<file path="config.mk">
export PLATFORM = sky130hd
export DESIGN_NAME = resp_wait_timer
export DESIGN_NICKNAME = d
export VERILOG_FILES = /design/src/rtl/resp_wait_pkg.sv /design/src/rtl/resp_wait_dp.sv /design/src/rtl/resp_wait_ctrl.sv /design/src/rtl/resp_wait_timer.sv
export SDC_FILE = /design/constraint.sdc
export NUM_CORES = 1
export LEC_CHECK = 0
export BUFFER_PORTS_ARGS = -buffer_cell sky130_fd_sc_hd__buf_4
export CAP_MARGIN = 10
export CORE_MARGIN = 5
export CORE_UTILIZATION = 38
export CTS_CLUSTER_SIZE = 24
export DETAILED_ROUTE_END_ITERATION = 7
export GPL_ROUTABILITY_DRIVEN = 0
export GPL_TIMING_DRIVEN = 0
export PLACE_DENSITY_LB_ADDON = 0.05
export SETUP_SLACK_MARGIN = 0.2
export SLEW_MARGIN = 20
export SYNTH_ARGS = -nofsm -noshare
export SYNTH_HDL_FRONTEND = slang
export SYNTH_SLANG_ARGS = --single-unit
</file>
<file path="constraint.sdc">
create_clock -name clk -period 8.2 [get_ports clk]
set_input_delay 0.41 -clock clk [delete_from_list [all_inputs] [get_ports clk]]
set_output_delay 0.41 -clock clk [all_outputs]
set_load 0.02 [all_outputs]
</file>
<file path="src/rtl/resp_wait_pkg.sv">
package resp_wait_pkg;
  // Strobes from control to datapath
  typedef struct packed {
    logic clearAll;    // restart elapsed time and retry count
    logic advance;     // count one tick
    logic countRetry;  // count one retry attempt
  } dpCtl_t;

  typedef enum logic {
    ST_IDLE = 1'b0,
    ST_WAIT = 1'b1
  } waitState_t;
endpackage

</file>
<file path="src/rtl/resp_wait_dp.sv">
module resp_wait_dp
  import resp_wait_pkg::*;
#(
  parameter int FRAC_W = 13,
  parameter int SEC_W = 3,
  parameter int RETRY_W = 4,
  parameter int TICKS_PER_SEC = 8000
) (
  input  logic               clk,
  input  logic               rstN,
  input  dpCtl_t             ctl,
  input  logic [SEC_W-1:0]   limitSec,
  input  logic [FRAC_W-1:0]  limitFrac,
  input  logic [RETRY_W-1:0] retryLimit,
  output logic               limitHit,
  output logic               retryOver
);
  localparam int RCNT_W = RETRY_W + 1;
  localparam logic [FRAC_W-1:0] FRAC_MAX = FRAC_W'(TICKS_PER_SEC - 1);

  logic [FRAC_W-1:0] fracCnt, nextFrac, effFrac;
  logic [SEC_W-1:0]  secCnt, nextSec;
  logic [RCNT_W-1:0] retryCnt;
  logic              fracWrap, limitZero;

  always_comb begin
    fracWrap  = (fracCnt == FRAC_MAX);
    nextFrac  = fracWrap ? '0 : fracCnt + 1'b1;
    nextSec   = fracWrap ? secCnt + 1'b1 : secCnt;
    effFrac   = (limitFrac > FRAC_MAX) ? FRAC_MAX : limitFrac;
    limitZero = (limitSec == '0) && (effFrac == '0);
    limitHit  = limitZero || ((nextFrac == effFrac) && (nextSec == limitSec));
    retryOver = (retryCnt > {1'b0, retryLimit});
  end

  always_ff @(posedge clk) begin
    if (!rstN || ctl.clearAll) begin
      fracCnt <= '0;
      secCnt  <= '0;
    end else if (ctl.advance) begin
      fracCnt <= nextFrac;
      secCnt  <= nextSec;
    end
  end

  always_ff @(posedge clk) begin
    if (!rstN || ctl.clearAll) begin
      retryCnt <= '0;
    end else if (ctl.countRetry && (retryCnt != '1)) begin
      retryCnt <= retryCnt + 1'b1;
    end
  end

  // fraction count stays within one second
  assert_frac_in_range_R4: assert property (@(posedge clk) disable iff (!rstN)
    fracCnt <= FRAC_MAX);

  // rollover restarts the fraction count and moves the seconds count
  assert_carry_on_wrap_R4: assert property (@(posedge clk) disable iff (!rstN)
    (ctl.advance && !ctl.clearAll && fracCnt == FRAC_MAX)
      |=> (fracCnt == '0) && (secCnt != $past(secCnt)));

  // the retry count never falls except on restart
  assert_retry_monotonic_R9: assert property (@(posedge clk) disable iff (!rstN)
    !ctl.clearAll |=> retryCnt >= $past(retryCnt));
endmodule

</file>
<file path="src/rtl/resp_wait_ctrl.sv">
module resp_wait_ctrl
  import resp_wait_pkg::*;
(
  input  logic   clk,
  input  logic   rstN,
  input  logic   cycleTick,
  input  logic   startPulse,
  input  logic   stopPulse,
  input  logic   retryPulse,
  input  logic   limitHit,
  output dpCtl_t ctl,
  output logic   busy,
  output logic   timeoutPulse
);
  waitState_t state;

  assign busy = (state == ST_WAIT);

  always_comb begin
    ctl.clearAll   = startPulse;
    ctl.advance    = busy && cycleTick && !startPulse && !stopPulse;
    ctl.countRetry = busy && retryPulse && !startPulse;
  end

  always_ff @(posedge clk) begin
    if (!rstN) begin
      state        <= ST_IDLE;
      timeoutPulse <= 1'b0;
    end else begin
      timeoutPulse <= 1'b0;
      if (startPulse) begin
        state <= ST_WAIT;
      end else if (stopPulse) begin
        state <= ST_IDLE;
      end else if (ctl.advance && limitHit) begin
        state        <= ST_IDLE;
        timeoutPulse <= 1'b1;
      end
    end
  end

  // timeout strobe lasts one cycle
  assert_pulse_single_R5: assert property (@(posedge clk) disable iff (!rstN)
    timeoutPulse |=> !timeoutPulse);

  // busy is low while the timeout strobe is high
  assert_idle_on_timeout_R3: assert property (@(posedge clk) disable iff (!rstN)
    timeoutPulse |-> !busy);

  // no timeout can come out of an idle cycle
  assert_idle_no_timeout_R3: assert property (@(posedge clk) disable iff (!rstN)
    (!busy && !startPulse) |=> !timeoutPulse);

  // a stop closes the window quietly
  assert_stop_quiet_R6: assert property (@(posedge clk) disable iff (!rstN)
    (stopPulse && !startPulse) |=> (!busy && !timeoutPulse));

  // a start always opens the window
  assert_start_busy_R2: assert property (@(posedge clk) disable iff (!rstN)
    startPulse |=> (busy && !timeoutPulse));
endmodule

</file>
<file path="src/rtl/resp_wait_timer.sv">
module resp_wait_timer
  import resp_wait_pkg::*;
#(
  parameter int FRAC_W = 13,
  parameter int SEC_W = 3,
  parameter int RETRY_W = 4,
  parameter int TICKS_PER_SEC = 8000
) (
  input  logic               clk,
  input  logic               rstN,
  input  logic               cycleTick,
  input  logic               startPulse,
  input  logic               stopPulse,
  input  logic               retryPulse,
  input  logic [SEC_W-1:0]   limitSec,
  input  logic [FRAC_W-1:0]  limitFrac,
  input  logic [RETRY_W-1:0] retryLimit,
  output logic               timeoutPulse,
  output logic               retriesExhausted,
  output logic               busy
);
  dpCtl_t ctl;
  logic   limitHit;

  resp_wait_ctrl i_ctrl (
    .clk          (clk),
    .rstN         (rstN),
    .cycleTick    (cycleTick),
    .startPulse   (startPulse),
    .stopPulse    (stopPulse),
    .retryPulse   (retryPulse),
    .limitHit     (limitHit),
    .ctl          (ctl),
    .busy         (busy),
    .timeoutPulse (timeoutPulse)
  );

  resp_wait_dp #(
    .FRAC_W        (FRAC_W),
    .SEC_W         (SEC_W),
    .RETRY_W       (RETRY_W),
    .TICKS_PER_SEC (TICKS_PER_SEC)
  ) i_dp (
    .clk        (clk),
    .rstN       (rstN),
    .ctl        (ctl),
    .limitSec   (limitSec),
    .limitFrac  (limitFrac),
    .retryLimit (retryLimit),
    .limitHit   (limitHit),
    .retryOver  (retriesExhausted)
  );

  // flags are quiet in the first cycle after reset
  assert_reset_quiet_R1: assert property (@(posedge clk)
    !rstN |=> (!busy && !timeoutPulse && !retriesExhausted));
endmodule

</file>
==> results.md <==
Yosys:
- Synthesis produced a netlist whose cell count is 234.
- The dominant cell type by area after synthesis is dfxtp_1.
- The share of synthesized flip-flops with an asynchronous set or reset is 0%.
- Counting distinct cell types in the post-synthesis netlist gives 57.
- The summed instance area of the synthesized netlist is 1860 um2.
- Synthesis inferred 23 register bits.
- Yosys attributes the largest share of cell area to dfxtp_1, xnor2_1, xor2_1, ha_1, nor2_1.
- The commonest cells after synthesis are dfxtp_1, nor2_1, nand2_1.
- The cell with the most instances after synthesis is dfxtp_1.
- For this run, the leading register cell type out of synthesis is dfxtp_1.
- The fraction of post-synthesis cell area in the top cell type by area is 24.8%.
- For this run, the register share of the synthesized area comes to 24.8%.
- The number of nets handed over by synthesis was 268.
- Averaged over all synthesized cells, the footprint is 7.93 um2.
- The count of synthesis-stage warnings from yosys is 0.
- The count of flip-flops with a built-in enable after synthesis is 0.

Worst setup path:
- The worst endpoint data arrival time is 3370 ps.
- The required arrival time at the worst endpoint is 8350 ps.
- The critical path is of the register to register type.
- Along the worst path, the maximum fanout reaches 7.
- The sort of element at the start of the critical path is a register.
- The kind of end point of the critical path is a register.

Global routing:
- The pin count of the biggest net entering global routing is 13.
- In the global route stage, overall resource usage came out at 16.1%.
- The via count of the first global-routing pass came to 1757.
- The initial antenna violation count is 0.
- The first global-routing pass estimated 8.22 mm of wire.
- The remaining global-route overflow is 0.

Placed design:
- Summing all placed instances gives a cell area of 2150 um2.
- The worst setup slack before clock tree synthesis is 5060 ps.
- The placed wire-length estimate after detailed placement is 3.79 mm.
- The count of buffers added on input and output ports is 28.

STA:
- The worst pin sits at a relative slew slack of 62.0%.
- After routing, the total negative slack on setup checks comes to 0 ps.
- Setup violations remaining at the end of the flow were counted as 0.
- The clock period minus worst slack is 3210 ps.
- The final hold violation count is 0.
- The final critical path takes up 39.2% of the cycle.
- The actual slew at the worst max-slew pin is 565 ps.
- Clock skew on the completed layout was measured at 2.97 ps.
- In the post-route analysis, the smallest setup slack over all paths is 4990 ps.
- Setup repair after global routing left no endpoint under its margin.
- The final number of max-transition violations is 0.
- Static timing analysis puts the maximum clock frequency at 311 MHz.

Route:
- The wire length per cell is 14.3 um.
- The total number of vias is 1822.
- Before antenna repair, the detailed router went through 5 iterations.
- The residual DRC count is 0.
- Summed over all layers, the routed wires come to 4.77 mm.
- The detailed-route vias per instance is 5.47.
- The starting DRC count in detailed routing is 74.
- In this run the remaining antenna-violating nets after routing total 0.

Clocking:
- TritonCTS created 3 clock buffers.
- The buffer count from post-CTS setup fixing is 0.
- Once the clock tree was built, the resizer swapped 0 gates to a different size.
- The cts-stage hold buffer count is 0.
- TritonCTS built the clock tree.
- The H-tree depth is 1.
- The clock network latency to the later pin of the worst-skew pair is 260 ps.
- Clock tree synthesis selected as its root buffer the cell clkbuf_8.
- CTS saw 23 sinks.
- After clock tree synthesis, the clock-pin slew on the worst setup and hold paths is 80 ps.
- The maximum clock path buffer count is 2.

Floorplanning:
- The core region is 4720 um2.
- The horizontal extent of the die is 79.9 um.
- For this design the top-level I/O count stands at 29.
- The area of the die is 6380 um2.
- The die extent in y is 79.9 um.
- After floorplanning, the core was divided into 25 placement rows.
- The starting utilization of the core area is 39.3%.

Pwr:
- The worst supply voltage drop on vdd is 69.0 uV.
- The share of total power in the clock network is 32.9%.
- The internal portion of the total power is 164 uW.
- The part of the total power dissipated in sequential elements is 51.9%.
- In this run, the combinational gates consume 15.2% of the power.
- The switching component of the power is 53.0 uW.
- The power per cell area is 98.9 nW/um2.
- The static leakage power is 0.805 nW.
- Net switching is 24.4% of the power.

Cells and area:
- The number of nets at the end of the flow is 301.
- 0 antenna diodes ended up in the layout.
- The area overhead of the layout relative to synthesis is 18.3%.
- The area of the multi-input gates is 1300 um2.
- Of the cells placed in the final design, the portion with a size suffix greater than 1 is 18.8%.
- The total area of sequential cells is 460 um2.
- The number of filler instances in the final layout is 495.
- The final design area excluding fillers is 2190 um2.

Job:
- The max-cap check violation count is 0.

Outcome:
- The run finished with clean final reports.

Worst hold path:
- In this run the worst hold path is classified as input pin to register.
-- registers in the layout, indices dropped and copies added, names as in the netlist --
name and cells:
i_dp.fracCnt 13, i_dp.retryCnt 5, i_dp.secCnt 3, i_ctrl.busy 1, i_ctrl.timeoutPulse 1
-- metal layers --
layer | vias up | global-route usage [%] | part of all wire [%]
met5 | - | 0 | 0
met4 | 0 | 4.56 | 1.1
met3 | 4 | 2.14 | 4.1
met2 | 34 | 28.0 | 47
met1 | 864 | 20.7 | 48
li1 | 920 | - | -
-- final cells by class --
| class | count | share of cell area, % |
|---|---|---|
| multi-input combinational | 191 | 59.1 |
| sequential | 23 | 21.0 |
| timing repair buffer | 28 | 9.58 |
| tap | 67 | 3.82 |
| buffer | 12 | 3.08 |
| clock buffer | 4 | 2.05 |
| inverter | 8 | 1.37 |
-- power by group through the flow --
stage | Combinational, mW | Sequential (mW) | Clock, mW
finish | 0.0331 | 0.113 | 0.0713
global route | 0.0368 | 0.113 | 0.0770
CTS | 0.0333 | 0.113 | 0.0748
detailed placement | 0.0331 | 0.115 | 0
global placement | 0.0331 | 0.115 | 0
floorplan | 0.0155 | 0.116 | 0
-- critical path: stages (launching register included) --
cell	delay [ps]
dfxtp_1	430
ha_1	180
buf_2	180
nand4_1	220
or4_1	490
a22oi_1	210
xnor2_1	140
o2111ai_1	120
a2111o_1	370
a2111o_1	420
a221o_2	350
-- final timing paths --
path / slack, ps / end / from / depth (start not counted)
worst max-delay path: 4990 / i_ctrl.busy / i_dp.fracCnt[1] / 10
worst min-delay path: 320 / i_ctrl.timeoutPulse / stopPulse / 2
worst max register to register: 4990 / i_ctrl.busy / i_dp.fracCnt[1] / 10
worst min register to register: 480 / i_dp.secCnt[1] / i_dp.secCnt[1] / 2
-- kinds of logic (layout without fill, tap and decap cells) --
kind of cell | after synthesis | after routing | share of synthesized area, %
AND/OR/NAND/NOR | 100 | 100 | 30.3
multiplexers | 4 | 4 | 2.16
XOR/XNOR | 28 | 28 | 13.2
AO/OA/AOI/OAI | 51 | 51 | 18.8
adder cells (fa/ha/maj) | 8 | 8 | 5.39
flip-flops | 23 | 23 | 24.8
buffers and inverters | 20 | 52 | 5.26
-- cells in the final DEF (no fill, tap or decap), types with 2 or more instances in the layout --
cell / Yosys / routed
a2111o_1: 2 / 2
a21oi_1: 16 / 16
a22oi_1: 2 / 2
a31oi_1: 3 / 3
and3_1: 3 / 3
and3b_1: 2 / 2
buf_2: 2 / 2
buf_4: 1 / 29
buf_6: 2 / 2
clkbuf_1: 5 / 6
clkbuf_8: 0 / 3
dfxtp_1: 23 / 23
ha_1: 8 / 8
inv_1: 8 / 8
mux2i_1: 4 / 4
nand2_1: 19 / 19
nand2b_1: 2 / 2
nand3_1: 8 / 8
nand4_1: 8 / 8
nor2_1: 22 / 22
nor2b_1: 5 / 5
nor3_1: 8 / 8
nor3b_1: 2 / 2
nor4_1: 6 / 6
o21ai_0: 10 / 10
o31ai_1: 2 / 2
or2_2: 3 / 3
or4_1: 2 / 2
xnor2_1: 14 / 14
xor2_1: 14 / 14
-- stage by stage --
step,instances,util [%],hold WS (ps),total power [mW]
final,333,46.5,319,0.217
after global placement,329,45.5,473,0.148
after detailed placement,329,45.5,477,0.148
after global routing,333,46.5,325,0.227
after floorplan,234,-,452,0.131
after CTS,333,46.5,314,0.221
(Power assumes the default switching activity.)
